<file path="src/rtl/wguard_pkg.sv">
package wguard_pkg;

  localparam int DW   = 8;
  localparam int NGRP = 3;

  // guard bit positions inside the control register (also hit-vector index)
  localparam int GB_CLK  = 0;
  localparam int GB_IRQ  = 1;
  localparam int GB_PORT = 2;

  // writable bits: 7,5,4 spare storage, 2..0 group locks; 6 and 3 reserved
  localparam logic [DW-1:0] CTRL_WMASK = 8'hB7;

  typedef struct packed {
    logic spare7;
    logic rsv6;
    logic spare5;
    logic spare4;
    logic rsv3;
    logic lock_port;
    logic lock_irq;
    logic lock_clk;
  } guard_ctrl_t;

endpackage

</file>
<file path="src/rtl/wguard_rst_sync.sv">
module wguard_rst_sync (
  input  logic clk,
  input  logic rst_n,
  output logic rst_sync_n
);

  logic [1:0] sync_q;
  logic [1:0] sync_d;

  always_comb begin
    sync_d = {sync_q[0], 1'b1};
  end

  always_ff @(posedge clk or negedge rst_n) begin
    if (!rst_n) begin
      sync_q <= 2'b00;
    end else begin
      sync_q <= sync_d;
    end
  end

  assign rst_sync_n = sync_q[1];

endmodule

</file>
<file path="src/rtl/wguard_range_decode.sv">
module wguard_range_decode #(
  parameter int               AW = 10,
  parameter int               NR = 1,
  parameter logic [NR*AW-1:0] LO = '0,
  parameter logic [NR*AW-1:0] HI = '0
) (
  input  logic [AW-1:0] addr,
  output logic          hit
);

  logic [NR-1:0] in_rng;

  for (genvar i = 0; i < NR; i++) begin : g_rng
    localparam logic [AW-1:0] RLO = LO[i*AW +: AW];
    localparam logic [AW-1:0] RHI = HI[i*AW +: AW];
    assign in_rng[i] = (addr >= RLO) && (addr <= RHI);
  end

  assign hit = |in_rng;

endmodule

</file>
<file path="src/rtl/wguard_ctrl_reg.sv">
module wguard_ctrl_reg
  import wguard_pkg::*;
(
  input  logic          clk,
  input  logic          rst_n,
  input  logic          wr_sel,
  input  logic [DW-1:0] wdata,
  input  logic          prog_mode,
  output guard_ctrl_t   ctl_q
);

  guard_ctrl_t ctl_d;
  logic        ctl_en;

  always_comb begin
    ctl_d = ctl_q;
    if (wr_sel) begin
      ctl_d = guard_ctrl_t'(wdata & CTRL_WMASK);
    end
    if (prog_mode) begin
      ctl_d.lock_clk = 1'b0;
    end
  end

  assign ctl_en = wr_sel | prog_mode;

  always_ff @(posedge clk or negedge rst_n) begin
    if (!rst_n) begin
      ctl_q <= '0;
    end else if (ctl_en) begin
      ctl_q <= ctl_d;
    end
  end

endmodule

</file>
<file path="src/rtl/wguard_write_gate.sv">
module wguard_write_gate
  import wguard_pkg::*;
(
  input  logic            clk,
  input  logic            rst_n,
  input  logic            wr,
  input  logic            rd,
  input  logic            is_ctrl,
  input  logic [NGRP-1:0] hit,
  input  logic [NGRP-1:0] lock,
  output logic            wr_out,
  output logic            rd_out,
  output logic            blk_q
);

  logic locked_hit;
  logic blk_d;
  logic blk_en;

  always_comb begin
    locked_hit = |(hit & lock);
    wr_out     = wr & ~is_ctrl & ~locked_hit;
    rd_out     = rd & ~is_ctrl;
    blk_d      = wr & ~is_ctrl & locked_hit;
    blk_en     = blk_d | blk_q;
  end

  always_ff @(posedge clk or negedge rst_n) begin
    if (!rst_n) begin
      blk_q <= 1'b0;
    end else if (blk_en) begin
      blk_q <= blk_d;
    end
  end

endmodule

</file>
<file path="src/rtl/regbus_write_guard.sv">
module regbus_write_guard
  import wguard_pkg::*;
#(
  parameter int                 AW        = 10,
  parameter logic [AW-1:0]      CTRL_ADDR = 10'h078,
  parameter int                 PORT_NR   = 2,
  parameter logic [PORT_NR*AW-1:0] PORT_LO = {10'h060, 10'h020},
  parameter logic [PORT_NR*AW-1:0] PORT_HI = {10'h060, 10'h03F},
  parameter int                 IRQ_NR    = 2,
  parameter logic [IRQ_NR*AW-1:0]  IRQ_LO  = {10'h048, 10'h0E0},
  parameter logic [IRQ_NR*AW-1:0]  IRQ_HI  = {10'h049, 10'h0EF},
  parameter int                 CLK_NR    = 3,
  parameter logic [CLK_NR*AW-1:0]  CLK_LO  = {10'h0F5, 10'h0A8, 10'h0A0},
  parameter logic [CLK_NR*AW-1:0]  CLK_HI  = {10'h0F5, 10'h0A9, 10'h0A7}
) (
  input  logic          clk,
  input  logic          rst_n,
  input  logic          prog_mode,
  input  logic [AW-1:0] cpu_addr,
  input  logic [DW-1:0] cpu_wdata,
  input  logic          cpu_wr,
  input  logic          cpu_rd,
  output logic [DW-1:0] cpu_rdata,
  output logic [AW-1:0] periph_addr,
  output logic [DW-1:0] periph_wdata,
  output logic          periph_wr,
  output logic          periph_rd,
  input  logic [DW-1:0] periph_rdata,
  output logic          wr_blocked
);

  logic            rst_int_n;
  logic            is_ctrl;
  guard_ctrl_t     ctl_q;
  logic [NGRP-1:0] hit_vec;
  logic [NGRP-1:0] lock_vec;

  wguard_rst_sync u_rst (
    .clk        (clk),
    .rst_n      (rst_n),
    .rst_sync_n (rst_int_n)
  );

  assign is_ctrl = (cpu_addr == CTRL_ADDR);

  wguard_ctrl_reg u_ctrl (
    .clk       (clk),
    .rst_n     (rst_int_n),
    .wr_sel    (cpu_wr & is_ctrl),
    .wdata     (cpu_wdata),
    .prog_mode (prog_mode),
    .ctl_q     (ctl_q)
  );

  wguard_range_decode #(.AW(AW), .NR(PORT_NR), .LO(PORT_LO), .HI(PORT_HI)) u_dec_port (
    .addr (cpu_addr),
    .hit  (hit_vec[GB_PORT])
  );

  wguard_range_decode #(.AW(AW), .NR(IRQ_NR), .LO(IRQ_LO), .HI(IRQ_HI)) u_dec_irq (
    .addr (cpu_addr),
    .hit  (hit_vec[GB_IRQ])
  );

  wguard_range_decode #(.AW(AW), .NR(CLK_NR), .LO(CLK_LO), .HI(CLK_HI)) u_dec_clk (
    .addr (cpu_addr),
    .hit  (hit_vec[GB_CLK])
  );

  always_comb begin
    lock_vec          = '0;
    lock_vec[GB_PORT] = ctl_q.lock_port;
    lock_vec[GB_IRQ]  = ctl_q.lock_irq;
    lock_vec[GB_CLK]  = ctl_q.lock_clk;
  end

  wguard_write_gate u_gate (
    .clk     (clk),
    .rst_n   (rst_int_n),
    .wr      (cpu_wr),
    .rd      (cpu_rd),
    .is_ctrl (is_ctrl),
    .hit     (hit_vec),
    .lock    (lock_vec),
    .wr_out  (periph_wr),
    .rd_out  (periph_rd),
    .blk_q   (wr_blocked)
  );

  assign periph_addr  = cpu_addr;
  assign periph_wdata = cpu_wdata;
  assign cpu_rdata    = is_ctrl ? DW'(ctl_q) : periph_rdata;

endmodule

</file>
<file path="config.mk">
export PLATFORM = sky130hd
export DESIGN_NAME = regbus_write_guard
export DESIGN_NICKNAME = d
export VERILOG_FILES = /design/src/rtl/wguard_pkg.sv /design/src/rtl/wguard_rst_sync.sv /design/src/rtl/wguard_range_decode.sv /design/src/rtl/wguard_ctrl_reg.sv /design/src/rtl/wguard_write_gate.sv /design/src/rtl/regbus_write_guard.sv
export SDC_FILE = /design/constraint.sdc
export NUM_CORES = 1
export LEC_CHECK = 0
export ABC_AREA = 1
export ABC_CLOCK_PERIOD_IN_PS = 800
export BUFFER_PORTS_ARGS = -buffer_cell sky130_fd_sc_hd__buf_2
export CORE_MARGIN = 4
export CORE_UTILIZATION = 35
export CTS_CLUSTER_SIZE = 16
export DETAILED_ROUTE_END_ITERATION = 8
export PLACE_DENSITY = 0.74
export SYNTH_ARGS = -nofsm -noshare
export SYNTH_HDL_FRONTEND = slang
export SYNTH_SLANG_ARGS = --single-unit
</file>
<file path="constraint.sdc">
create_clock -name clk -period 0.8 [get_ports clk]
set_input_delay 0.04 -clock clk [delete_from_list [all_inputs] [get_ports clk]]
set_output_delay 0.04 -clock clk [all_outputs]
set_load 0.005 [all_outputs]
</file>
==> out/metrics.csv <==
metric;value;unit
dpl-instance-area;0.001099;mm^2
timing.setup.critical_path_class;flip-flop to primary output;
synth_compound_area_share;3.150;%
cp_cell_sequence;nand2_1 -> a21oi_1 -> nand2_1 -> nand3_1 -> nor2_1 -> buf_2;
synthXorXnorAreaFrac;0;%
power_switching_share;27.97;%
ctsHtreeMaxLevel;1;
numPortBuffers;55;
r2r-start;u_ctrl.ctl_q[1]$_DFFE_PN0P_;
share_clk_of_total_power;29.7;%
synth_nets;157;
area_growth;59.37;%
layout_setup_ws;-0.3859;ns
synth_top_cells_by_area;sky130_fd_sc_hd__dfrtp_1, sky130_fd_sc_hd__nand2_1, sky130_fd_sc_hd__buf_4;
synthMostInstantiatedCell;sky130_fd_sc_hd__nand2_1;
cpMaxStageDelayCell;sky130_fd_sc_hd__dfrtp_1;
final_core_util;61.41;%
cell_internal_pwr;842.5;uW
pin_count;60;
grt_overflow;0;
die-width;55.65;um
gpl.final_weighted_congestion;0.8449;
dominantRegCellSynth;sky130_fd_sc_hd__dfrtp_1;
route.vias.total;949;
die_h;55.65;um
drc;0;
global_route_wire_length_before_repair;3.719;mm
antenna_left;0;
coreArea;0.002062;mm^2
final_cells;213;
detail_route.wl_per_cell;11.10;um
share_of_power_burned_in_combinational_logic;29.7;%
final_hold_viol_count;0;
postSynth.asyncResetShare;100.0;%
reg2reg_depth;7;
cts_buffers;3;
clkLatencyLatePin;0.26;ns
yosysSeqAreaShare;28.35;%
crit_path_max_fanout;2;
critical-path-top-cell-by-count;sky130_fd_sc_hd__nand2_1;
min_path_cells;3;
multi_input_area;437.9;um^2
layout_cell_share_with_drive_strength_beyond_1;54.84;%
post_synth_fa_ha_maj_area_fraction;0;%
cp.buffers_inverters;1;
grt_setup_unrepaired;yes;
worst_setup_path_startpoint;u_ctrl.ctl_q[0]$_DFFE_PN0N_;
initial_utilization;38.53;%
diodes;0;
ir_worst_vdd;1043;uV
critPathLaunchType;flip-flop;
max_cap_violations;0;
critical_path_max_stage_delay;0.39;ns
timing.critical_path.arrival;1.15;ns
critical_path.endpoint;periph_wr;
viasPerCell;4.455;
synthDistinctLibCells;16;
r2r-end;u_gate.blk_q$_DFFE_PN0P_;
ys.warnings.count;0;
cp-end-kind;primary output;
number_of_antenna_violations_at_the_first_check_in_global_routing;0;
net-switching-power;327.2;uW
cp_num_cells;6;
grt_start_max_net_pins;9;
run_status;complete, but fails checks;
clock_tree.buffer_depth;2;
clkTransAtPathRegs;0.06;ns
setup_viol;15;
finalCritPeriodShare;148.2;%
synth_mux_area_share;0;%
fin_nets;218;
largest_area_contributor_in_the_synthesized_netlist;sky130_fd_sc_hd__dfrtp_1;
crit_required;0.76;ns
failed_checks;setup timing;
worst_path_dominant_cell_family;flip-flops;
seqCellArea;225.2;um^2
synth.cells.most_frequent;sky130_fd_sc_hd__nand2_1, sky130_fd_sc_hd__buf_4, sky130_fd_sc_hd__inv_1;
max_freq;0.8432;GHz
worstHoldPathType;input port to flip-flop;
power.sequential.fraction;40.6;%
power.static_leakage;0.0007494;uW
powerDensity;923.8;mW/mm^2
grt_pass1_vias;879;
postSynthRegisterBits;9;
yosysTopAreaCellShare;28.35;%
totalNegativeSetupSlack;-2.470;ns
cts_tree;done;
placedCellCount;204;
floorplan.die_area;0.003096;mm^2
synth_enable_flop_cells;0;
routed_wirelength;2.365;mm
period_minus_slack;1.186;ns
reg2reg_slack;-0.21;ns
clkSinkCount;9;
detailedPlace.worstSlack;-0.2815;ns
drtPass1Iterations;4;
layout.cell_area.non_filler;0.001266;mm^2
report.final.slew_viol_count;0;
row_count;16;
detailed_place_hpwl;1.904;mm
first_iter_violations;20;
root_buffer;sky130_fd_sc_hd__clkbuf_4;
fill_cell_total_of_the_finished_layout;192;
post_synth_instance_area;794.5;um^2
finClkSkew;0.007264;ns
syn-mean-instance-area;6.306;um^2
syn-instance-count;126;
total_global_route_track_usage;14.36;%
yosys.area_share.simple;41.42;%
synth_top_family_by_area;simple AND/OR/NAND/NOR gates;
routing by layer:
layer / wire, um / vias up / global-route usage [%]
met2: 1244 / 32 / 27.03
met1: 958 / 428 / 16.38
met3: 145 / 2 / 2.320
met4: 17 / 0 / 4.167
met5: 0 / - / 0
li1: - / 487 / -
logic make-up (layout without fill, tap and decap cells):
family                 Yosys count  after routing
other                            1              1
buffers and inverters           36             96
and+or+nand+nor                 75             75
AOI/OAI and AO/OA                5              5
DFF                              9              9
cell type report:
| type | count | share of cell area, % |
|---|---|---|
| well taps | 27 | 2.668 |
| inverters | 16 | 4.743 |
| flip-flops and latches | 9 | 17.79 |
| clock buffers | 4 | 2.075 |
| repair buffers | 76 | 38.14 |
| multi-input cells | 81 | 34.59 |
placed cells by master, fill, tap and decap left out, drive strengths merged:
master,count
nand4,3
dfrtp,9
dlygate4sd3,1
a21oi,3
nor2,14
nand2,45
o21ai,2
inv,16
nand3,12
buf,75
conb,1
nor3,1
clkbuf,4
worst reg2reg max path: stages, from the launching register on:
cell,delay (ns)
sky130_fd_sc_hd__dfrtp_1,0.38
sky130_fd_sc_hd__nand3_2,0.07
sky130_fd_sc_hd__nor2_1,0.09
sky130_fd_sc_hd__nand2_1,0.08
sky130_fd_sc_hd__buf_4,0.14
sky130_fd_sc_hd__nand2_1,0.06
sky130_fd_sc_hd__nor2_1,0.04
sky130_fd_sc_hd__nor2_1,0.08
registers in the layout (all words and copies together) (netlist names):
signal / cells
u_ctrl.ctl_q: 6
u_gate.blk_q: 1
u_rst.sync_q: 2
how the worst min path moves through the flow:
stage / startpoint / endpoint
2_1_floorplan: rst_n / u_rst.sync_q[0]$_DFF_PN0_
3_3_place_gp: rst_n / u_rst.sync_q[0]$_DFF_PN0_
3_5_place_dp: rst_n / u_rst.sync_q[0]$_DFF_PN0_
4_1_cts: cpu_wdata[4] / u_ctrl.ctl_q[4]$_DFFE_PN0P_
5_1_grt: cpu_wdata[7] / u_ctrl.ctl_q[7]$_DFFE_PN0P_
6_report: cpu_wdata[7] / u_ctrl.ctl_q[7]$_DFFE_PN0P_
through the flow:
| step | hold slack [ns] | power [uW] |
|---|---|---|
| after floorplan | -0.2556 | 641.2 |
| after detailed placement | -0.1724 | 799.0 |
| after global routing | 0.01982 | 1243 |
| final | 0.01884 | 1170 |
| after global placement | -0.1753 | 788.2 |
| after CTS | 0.01739 | 1167 |
power by group through the flow:
stage	sequential (uW)	combinational [uW]	clock [uW]
CTS	474	331	362
finish	475	348	347
global route	477	384	383
detailed placement	483	316	0
floorplan	480	161	0
global placement	482	306	0
timing repair:
| item | 4_1_cts | 5_1_grt |
|---|---|---|
| pin swaps | 8 | 13 |
| hold endpoints to repair | 2 | 0 |
| gates cloned | 0 | 0 |
| hold buffers | 1 | 0 |
| resized for setup | 7 | 22 |
| buffers inserted | 4 | 1 |
| setup endpoints to repair | 11 | 17 |
Note: power is estimated with default switching activity, not from simulation.
